`src/rtl/rti_pkg.sv`:
```
package rti_pkg;
   localparam int NUM_AXES    = 3;
   localparam int NUM_EVT     = 2 * NUM_AXES;
   localparam int CFG_W       = 8;
   localparam int CFG_AND_BIT = 7;
   localparam int CFG_LAT_BIT = 6;
   localparam int SRC_IA_BIT  = 6;

   typedef struct packed {
      logic                 and_mode;
      logic                 latch_en;
      logic [NUM_EVT-1:0]   evt_en;
   } cfg_t;
endpackage

```
`src/rtl/rti_axis_cmp.sv`:
```
module rti_axis_cmp #(
   parameter int SAMPLE_W = 16,
   parameter int THR_W    = SAMPLE_W - 1
) (
   input  logic signed [SAMPLE_W-1:0] sample,
   input  logic        [THR_W-1:0]    thr,
   output logic                       above,
   output logic                       below
);
   localparam int MAG_W = SAMPLE_W;

   if (SAMPLE_W < 2) begin : g_bad_sample_w
      $error("rti_axis_cmp: SAMPLE_W must be at least 2");
   end
   if (THR_W < 1 || THR_W > SAMPLE_W) begin : g_bad_thr_w
      $error("rti_axis_cmp: THR_W must lie in 1..SAMPLE_W");
   end

   logic [MAG_W-1:0] mag;
   logic [MAG_W-1:0] thr_ext;

   // Two's complement negate in the unsigned domain; the most negative value
   // maps to 2**(SAMPLE_W-1), which fits in MAG_W bits.
   assign mag     = sample[SAMPLE_W-1] ? (~sample + 1'b1) : sample;
   assign thr_ext = MAG_W'(thr);
   assign above   = (mag > thr_ext);
   assign below   = (mag < thr_ext);

   always_comb begin
      assert_exclusive_R2: assert (!(above && below))
         else $error("axis reports above and below together");
   end
endmodule

```
`src/rtl/rti_evt_combine.sv`:
```
module rti_evt_combine #(
   parameter int N_EVT = 6
) (
   input  logic [N_EVT-1:0] evt,
   input  logic [N_EVT-1:0] en,
   input  logic             and_mode,
   output logic             cond
);
   if (N_EVT < 1) begin : g_bad_n
      $error("rti_evt_combine: N_EVT must be at least 1");
   end

   logic any_en;
   logic or_res;
   logic and_res;

   assign any_en  = |en;
   assign or_res  = |(evt & en);
   // Disabled events are forced true so they drop out of the AND.
   assign and_res = any_en && (&(evt | ~en));
   assign cond    = and_mode ? and_res : or_res;

   always_comb begin
      if (!any_en) begin
         assert_none_enabled_R4: assert (!cond)
            else $error("condition true with no event enabled");
      end
   end
endmodule

```
`src/rtl/rti_dur_filter.sv`:
```
module rti_dur_filter #(
   parameter int DUR_W = 7
) (
   input  logic             clk,
   input  logic             rst_n,
   input  logic             valid,
   input  logic             cond,
   input  logic [DUR_W-1:0] dur,
   output logic             qualify
);
   localparam logic [DUR_W-1:0] RUN_MAX = {DUR_W{1'b1}};

   if (DUR_W < 1 || DUR_W > 16) begin : g_bad_dur_w
      $error("rti_dur_filter: DUR_W must lie in 1..16");
   end

   logic [DUR_W-1:0] run_q;

   // run_q counts the accepted samples in a row, up to now, with cond true.
   always_ff @(posedge clk or negedge rst_n) begin
      if (!rst_n) begin
         run_q <= '0;
      end else if (valid) begin
         if (!cond)
            run_q <= '0;
         else if (run_q != RUN_MAX)
            run_q <= run_q + 1'b1;
      end
   end

   assign qualify = valid && cond && (run_q >= dur);

   assert_run_restart_R8: assert property (@(posedge clk) disable iff (!rst_n)
      (valid && !cond) |=> (run_q == '0))
      else $error("run count not restarted after failing sample");
endmodule

```
`src/rtl/rti_src_latch.sv`:
```
module rti_src_latch #(
   parameter int N_EVT = 6
) (
   input  logic             clk,
   input  logic             rst_n,
   input  logic             smp_valid,
   input  logic             qualify,
   input  logic [N_EVT-1:0] evt,
   input  logic             latch_en,
   input  logic             src_rd,
   output logic             ia,
   output logic [N_EVT-1:0] evt_q
);
   logic hold;

   assign hold = latch_en && ia && !src_rd;

   always_ff @(posedge clk or negedge rst_n) begin
      if (!rst_n) begin
         evt_q <= '0;
      end else if (smp_valid && !hold) begin
         evt_q <= evt;
      end
   end

   always_ff @(posedge clk or negedge rst_n) begin
      if (!rst_n) begin
         ia <= 1'b0;
      end else if (qualify) begin
         ia <= 1'b1;
      end else if (src_rd) begin
         ia <= 1'b0;
      end else if (smp_valid && !latch_en) begin
         ia <= 1'b0;
      end
   end

   assert_read_clears_R6: assert property (@(posedge clk) disable iff (!rst_n)
      (src_rd && !qualify) |=> !ia)
      else $error("flag survived a read with no new event");

   assert_read_loses_R6: assert property (@(posedge clk) disable iff (!rst_n)
      (src_rd && qualify) |=> ia)
      else $error("read beat a simultaneous qualifying event");

   assert_latch_hold_R5: assert property (@(posedge clk) disable iff (!rst_n)
      (latch_en && ia && !src_rd) |=> (ia && $stable(evt_q)))
      else $error("latched source changed without a read");

   assert_follow_R7: assert property (@(posedge clk) disable iff (!rst_n)
      (smp_valid && !latch_en && !qualify) |=> !ia)
      else $error("unlatched flag stayed after failing sample");

   assert_rise_on_sample_R8: assert property (@(posedge clk) disable iff (!rst_n)
      $rose(ia) |-> $past(smp_valid))
      else $error("flag rose without an accepted sample");
endmodule

```
`src/rtl/rate_thresh_irq.sv`:
```
module rate_thresh_irq
   import rti_pkg::*;
#(
   parameter int SAMPLE_W = 16,
   parameter int THR_W    = SAMPLE_W - 1,
   parameter int DUR_W    = 7
) (
   input  logic                       clk,
   input  logic                       rst_n,
   input  logic                       smp_valid,
   input  logic signed [SAMPLE_W-1:0] smp_x,
   input  logic signed [SAMPLE_W-1:0] smp_y,
   input  logic signed [SAMPLE_W-1:0] smp_z,
   input  logic        [CFG_W-1:0]    cfg_word,
   input  logic        [THR_W-1:0]    thr_x,
   input  logic        [THR_W-1:0]    thr_y,
   input  logic        [THR_W-1:0]    thr_z,
   input  logic        [DUR_W-1:0]    dur_min,
   input  logic                       src_rd,
   output logic        [CFG_W-1:0]    src_word,
   output logic                       irq
);
   if (CFG_W != NUM_EVT + 2) begin : g_bad_cfg
      $error("rate_thresh_irq: configuration word does not fit event count");
   end

   cfg_t cfg;
   assign cfg = cfg_t'(cfg_word);

   logic signed [SAMPLE_W-1:0] smp_a [NUM_AXES];
   logic        [THR_W-1:0]    thr_a [NUM_AXES];
   logic        [NUM_EVT-1:0]  evt;
   logic        [NUM_EVT-1:0]  evt_q;
   logic                       cond;
   logic                       qualify;
   logic                       ia;

   assign smp_a[0] = smp_x;
   assign smp_a[1] = smp_y;
   assign smp_a[2] = smp_z;
   assign thr_a[0] = thr_x;
   assign thr_a[1] = thr_y;
   assign thr_a[2] = thr_z;

   for (genvar a = 0; a < NUM_AXES; a++) begin : g_axis
      rti_axis_cmp #(
         .SAMPLE_W (SAMPLE_W),
         .THR_W    (THR_W)
      ) i_cmp (
         .sample (smp_a[a]),
         .thr    (thr_a[a]),
         .above  (evt[2*a+1]),
         .below  (evt[2*a])
      );
   end

   rti_evt_combine #(
      .N_EVT (NUM_EVT)
   ) i_combine (
      .evt      (evt),
      .en       (cfg.evt_en),
      .and_mode (cfg.and_mode),
      .cond     (cond)
   );

   rti_dur_filter #(
      .DUR_W (DUR_W)
   ) i_dur (
      .clk     (clk),
      .rst_n   (rst_n),
      .valid   (smp_valid),
      .cond    (cond),
      .dur     (dur_min),
      .qualify (qualify)
   );

   rti_src_latch #(
      .N_EVT (NUM_EVT)
   ) i_src (
      .clk       (clk),
      .rst_n     (rst_n),
      .smp_valid (smp_valid),
      .qualify   (qualify),
      .evt       (evt),
      .latch_en  (cfg.latch_en),
      .src_rd    (src_rd),
      .ia        (ia),
      .evt_q     (evt_q)
   );

   assign src_word = {1'b0, ia, evt_q};
   assign irq      = ia;

   assert_no_irq_disabled_R4: assert property (@(posedge clk) disable iff (!rst_n)
      ((cfg_word[NUM_EVT-1:0] == '0) && !irq) |=> !irq)
      else $error("interrupt rose with every event disabled");
endmodule

```
`config.mk`:
```
export PLATFORM = sky130hd
export DESIGN_NAME = rate_thresh_irq
export DESIGN_NICKNAME = d
export VERILOG_FILES = /design/src/rtl/rti_pkg.sv /design/src/rtl/rti_axis_cmp.sv /design/src/rtl/rti_evt_combine.sv /design/src/rtl/rti_dur_filter.sv /design/src/rtl/rti_src_latch.sv /design/src/rtl/rate_thresh_irq.sv
export SDC_FILE = /design/constraint.sdc
export NUM_CORES = 1
export LEC_CHECK = 0
export BUFFER_PORTS_ARGS = -buffer_cell sky130_fd_sc_hd__buf_4
export CAP_MARGIN = 10
export CORE_ASPECT_RATIO = 1.4
export CORE_MARGIN = 4
export CORE_UTILIZATION = 40
export DETAILED_ROUTE_END_ITERATION = 16
export GPL_ROUTABILITY_DRIVEN = 1
export PLACE_DENSITY = 0.68
export SYNTH_ARGS = -nofsm -noshare
export SYNTH_HDL_FRONTEND = slang
export SYNTH_SLANG_ARGS = --single-unit
```
`constraint.sdc`:
```
create_clock -name clk -period 2.1 [get_ports clk]
set_input_delay 0.42 -clock clk [delete_from_list [all_inputs] [get_ports clk]]
set_output_delay 0.42 -clock clk [all_outputs]
set_load 0.05 [all_outputs]
```
* Yosys cells after proc, flatten, opt, wreduce, memory -nomap -nowiden *
Index checks and enable logic that the tools add are counted.

word-level totals
  register bits = 14
  input port bits = 112
  logic and storage cells = 46
  output and inout port bits = 9

cells by class
  muxes and demuxes = 9
  bitwise gates (word level) = 6
  reduce and logical (&&, ||, !) cells = 15
  $add $sub $neg = 4
  magnitude comparators = 7
  eq/ne operators = 2

operators with widths
  operator                                        number
  adder 16 x 1 -> 16 bit (second input constant)  3
  greater-than comparator 16 x 15 -> 1 bit        3
  < comparator 16 x 15 -> 1 bit                   3
  2-to-1 mux 16 bit                               3
  inverter 16 bit                                 3
  2-to-1 mux 7 bit                                2
  OR reduction 6 bit                              2
  adder 7 x 1 -> 7 bit (second input constant)    1
  >= comparator 7 bit                             1
  logical AND 1 bit                               7
  != test 7 bit (second input constant)           1
  bitwise AND 6 bit                               1
  inverter 6 bit                                  1
  bitwise OR 6 bit                                1
  AND reduction 6 bit                             1
  2-to-1 mux 1 bit                                4
  zero test 1 bit                                 3
  nonzero test 3 bit                              1
  != test 2 bit (second input constant)           1
  AND reduction 2 bit                             1

* Longest topological paths before layout *
  depth after elaboration = 11
  gate-level depth with buffers = 18
  depth with buffers taken out = 18

* By module *
From an unflattened synthesis, not the netlist that was laid out.

second synthesis, totals
  cell total of the unflattened synthesis = 416
  area, all modules = 3253.1 um^2

by module, submodules not included
  module                              sequential area each (um^2)  times used  area each (um^2)  cells each
  rti_axis_cmp (g_axis[1].i_cmp ...)  0.0                          2           720.7             101
  rti_axis_cmp (g_axis[0].i_cmp)      0.0                          1           716.9             100
  rti_dur_filter                      175.2                        1           558.0             57
  rti_src_latch                       175.2                        1           416.6             38
  rti_evt_combine                     0.0                          1           101.3             16
  rate_thresh_irq                     0.0                          1           18.8              3

* Worst setup path after synthesis *
Ideal clock, no wire load.

  path kind = input to register
  start point = in smp_z[9]
  end point = reg i_src.ia
  setup time = 0.096 ns
  slack = -1.724 ns
  path buffers = 0
  cell stages on the path = 14
  arrival time = 3.729 ns
  cells stage by stage = or4_1 or3_1 o31ai_1 xnor2_1 ha_1 nand3_1 nor4_1 a21boi_0 or4_1 o21ai_0 nand4_1 nor3_4 nor2_4 o32ai_2

between the ends
  word-level cells in the longest chain between the ends = 11

ends and longest elaborated chain
  element                                                                                    RTL line                                text
  from (decl)                                                                                rate_thresh_irq.sv:13                   input logic signed [SAMPLE_W-1:0] smp_z,
  inverter 16 bit                                                                            rti_axis_cmp.sv:24                      assign mag = sample[SAMPLE_W-1] ? (~sample + 1'b1) : sample;
  adder 16 x 1 -> 16 bit                                                                     rti_axis_cmp.sv:24
  2-to-1 mux 16 bit *                                                                        rti_axis_cmp.sv:24
  < comparator 16 x 15 -> 1 bit or greater-than comparator 16 x 15 -> 1 bit (tied branches)  rti_axis_cmp.sv:27, rti_axis_cmp.sv:26
  bitwise OR 6 bit                                                                           rti_evt_combine.sv:20                   assign and_res = any_en && (&(evt | ~en));
  AND reduction 6 bit                                                                        rti_evt_combine.sv:20
  logical AND 1 bit                                                                          rti_evt_combine.sv:20
  2-to-1 mux 1 bit *                                                                         rti_evt_combine.sv:21                   assign cond = and_mode ? and_res : or_res;
  logical AND 1 bit * (2 in series)                                                          rti_dur_filter.sv:31                    assign qualify = valid && cond && (run_q >= dur);
  nonzero test 3 bit (no line) or 2-to-1 mux 1 bit (tied branches)                           --
  to (signal assigned)                                                                       rti_src_latch.sv:28                     ia <= 1'b0;
  to (signal assigned)                                                                       rti_src_latch.sv:30                     ia <= 1'b1;
  to (signal assigned)                                                                       rti_src_latch.sv:32                     ia <= 1'b0;
  to (decl)                                                                                  rti_src_latch.sv:11                     output logic ia,

Every way passes the cells marked *; elsewhere a longest branch is shown, timed or not.
A chain may end at the register's enable or synchronous reset.

* Worst setup path in the final report *
  start point = in smp_y[8]
  end point = reg i_src.ia

between the ends
  word-level cells in the longest chain between the ends = 11

ends and longest elaborated chain
  element                                                                                    RTL line                                text
  from (decl)                                                                                rate_thresh_irq.sv:12                   input logic signed [SAMPLE_W-1:0] smp_y,
  inverter 16 bit                                                                            rti_axis_cmp.sv:24
  adder 16 x 1 -> 16 bit                                                                     rti_axis_cmp.sv:24
  2-to-1 mux 16 bit *                                                                        rti_axis_cmp.sv:24
  < comparator 16 x 15 -> 1 bit or greater-than comparator 16 x 15 -> 1 bit (tied branches)  rti_axis_cmp.sv:27, rti_axis_cmp.sv:26
  bitwise OR 6 bit                                                                           rti_evt_combine.sv:20
  AND reduction 6 bit                                                                        rti_evt_combine.sv:20
  logical AND 1 bit                                                                          rti_evt_combine.sv:20
  2-to-1 mux 1 bit *                                                                         rti_evt_combine.sv:21
  logical AND 1 bit * (2 in series)                                                          rti_dur_filter.sv:31
  nonzero test 3 bit (no line) or 2-to-1 mux 1 bit (tied branches)                           --

Marks and branches as above.

==> run summary <==
status = complete, but fails checks
failing checks = negative setup slack
VDD IR max = 226 µV
Vias/cell = 5.14
residual DRC count = 0
Longest Clk Path Bufs = 2
DRT iter0 DRCs = 64
largest net degree at the start of global routing = 15
Die H = 111 µm
dpl hpwl = 7950 µm
worst-skew pair later-pin latency = 0.24 ns
final slew viol count = 0
PD cells = 353 nW/µm²
Wirelength per Cell = 13.2 µm
Async SR Flop Fraction = 100%
# clock sinks = 14
setup TNS = -17.06 ns
Reg2Reg Setup Slack = 0.04 ns
Hold WS = 0.0165 ns
R2R depth = 10
initial antenna violation count = 0
first-pass GRT wire length = 15100 µm
GRT Overall Usage = 20.1%
Final WS setup = -1.55 ns
P&R area growth vs syn = 66.3%
critical path class = in2reg
total grt overflow = 0
final hold violation count = 0
f_max = 274 MHz
Root Driver = clkbuf_8
final wirelength = 9280 µm
TritonRoute pass-1 iters = 4
Pleak = 2.51 nW
FF-to-FF End = i_src.ia
post-synth cell types = 52
Post-synth EDFFs = 0
syn_area_per_cell = 7.38 µm²
H-tree Lvls = 1
yosys warns = 0
Rows = 37
Antenna Cells = 0
Final setup viols = 14
CP Max Fanout = 6
share of layout cells above drive strength 1 = 44.7%
vias in the first global route = 3699
fin crit period = 3.65 ns
IO Count = 121
CTS tree = yes
worst slack at placement = -1.91 ns
Crit. End Element = register
cts hold-fix bufs = 0
Synth Cell Area = 3000 µm²
Clock transition at path regs = 0.05 ns
fill cell count = 628
IO buf count = 119
total number of vias = 3611
flip-flop and latch area = 350 µm²
Main synth FF type = dfrtp_1
Worst Path Required = 2.22 ns
clk_skew = 0.00181 ns
CP arrival = 3.77 ns
Synth Register Bits = 14
# nets final = 776
Die ar. = 8980 µm²
Placed Area = 4660 µm²
final non-filler cell area = 4990 µm²
register area share after synthesis = 11.7%
Worst Setup Start Kind = primary input
worst r2r src = i_dur.run_q[0]
antenna violation net count after detailed routing = 0
gpl congestion = 0.835
area of the multi-input gates = 2710 µm²
Setup crit end = i_src.ia
Net Count, Synth = 575
Setup crit start = smp_y[8]
Synth Instances = 407
CTS buffer count = 3
Max-cap violations = 0
RSZ-0062 raised after global routing = yes
final worst path period share = 174%
Die Wd = 81.2 µm
core area = 7310 µm²
Initial Utilization = 41.1%
hold crit path type = in2async
==> cell type report <==
cell class / count / share of cell area (%)
Inverter: 61 / 4.59
Timing Repair Buffer: 202 / 30.8
Tap cell: 97 / 2.43
Clock buffer: 3 / 0.827
Multi-Input combinational cell: 326 / 54.3
Sequential cell: 14 / 7.02
==> worst min-delay path by stage <==
stage	startpoint	to	slack (ns)	depth (start not counted)
6_report	rst_n	i_dur.run_q[1]	0.02	1
5_1_grt	rst_n	i_src.evt_q[2]	0.03	1
4_1_cts	rst_n	i_dur.run_q[1]	0.02	1
3_5_place_dp	rst_n	i_dur.run_q[1]	0.28	1
3_3_place_gp	rst_n	i_dur.run_q[0]	0.28	1
2_1_floorplan	rst_n	i_dur.run_q[0]	0.12	0
==> per-stage QoR <==
step	cells	utilization [%]	power, mW
6_report	703	68.3	1.76
5_1_grt	703	68.3	1.91
4_1_cts	700	66.5	1.72
3_5_place_dp	693	63.8	1.44
3_3_place_gp	693	63.8	1.41
2_1_floorplan	407	-	0.950
==> kinds of logic (layout without fill, tap and decap cells) <==
kind of cell | Yosys count | after routing | synth area share, %
buf+inv | 67 | 266 | 8.62
other cells | 1 | 1 | 0.125
xor+xnor | 43 | 43 | 12.5
fa+ha+maj | 56 | 56 | 23.3
mux | 2 | 2 | 0.750
simple gates | 128 | 128 | 22.5
flops | 14 | 14 | 11.7
compound gates | 96 | 96 | 20.5
==> report_power, final <==
group	leakage [nW]	internal, mW	total, mW	switching (mW)
clock	0.0216	0.127	0.213	0.0867
sequential	0.181	0.307	0.337	0.0301
combinational	2.31	0.606	1.21	0.606
total	2.51	1.04	1.76	0.723
==> cells in the final DEF (no fill, tap or decap), drive strengths merged, types with 11 or more instances in the layout <==
master  instances
ha             56
buf           202
nor2           19
xnor2          40
dfrtp          14
nand3          11
inv            61
a21oi          24
o21ai          30
nand2          46
o31ai          15
==> what timing repair did <==
| action | CTS | global route |
|---|---|---|
| setup endpoints to repair | 14 | 14 |
| pin swaps | 32 | 15 |
| gates cloned | 0 | 0 |
| buffers inserted | 5 | 3 |
| resized for setup | 36 | 21 |
==> synthesized netlist by cell type (2+ instances only) <==
| master | n | area, µm² |
|---|---|---|
| nand3_1 | 11 | 55.1 |
| nor3_1 | 6 | 30.0 |
| o31ai_1 | 15 | 113 |
| a21boi_0 | 2 | 15.0 |
| nand4_1 | 7 | 43.8 |
| nor2_1 | 18 | 67.6 |
| a21oi_1 | 23 | 115 |
| o21ai_0 | 27 | 135 |
| or3_1 | 3 | 18.8 |
| clkbuf_1 | 4 | 15.0 |
| xnor2_1 | 40 | 350 |
| inv_1 | 61 | 229 |
| a21o_1 | 5 | 37.5 |
| nor2b_1 | 3 | 18.8 |
| or4_1 | 5 | 37.5 |
| o22ai_1 | 3 | 18.8 |
| and4_1 | 2 | 17.5 |
| nand2b_1 | 6 | 37.5 |
| buf_4 | 2 | 15.0 |
| nand2_1 | 46 | 173 |
| a211oi_1 | 3 | 22.5 |
| ha_1 | 56 | 701 |
| and3_1 | 3 | 18.8 |
| o41ai_1 | 3 | 26.3 |
| xor2_1 | 3 | 26.3 |
| nor4_1 | 5 | 31.3 |
| or2_2 | 4 | 25.0 |
| o21ai_1 | 3 | 15.0 |
| mux2_2 | 2 | 22.5 |
| dfrtp_1 | 14 | 350 |
==> worst max-delay path: stages <==
cell,delay [ns]
buf_6,0.09
or4_4,0.54
or2_4,0.26
or3_4,0.34
o21ai_2,0.13
xnor2_1,0.08
ha_1,0.31
nand3_2,0.10
or3_1,0.36
o211ai_1,0.09
a221o_2,0.21
nor3b_2,0.07
a221oi_2,0.28
a41oi_4,0.20
nor2_4,0.20
o32ai_2,0.09
==> sequential cells by signal, indices dropped and copies added, names as in the netlist <==
signal and cells:
i_dur.run_q 7, i_src.evt_q 6, i_src.ia 1
==> metal layers <==
| metal | part of all wire [%] | global-route usage (%) |
|---|---|---|
| met1 | 37 | 21.5 |
| met2 | 55 | 38.2 |
| met3 | 6.2 | 2.94 |
| met4 | 2.4 | 7.44 |
| met5 | 0 | 0 |
Note: power is estimated with default switching activity, not from simulation.
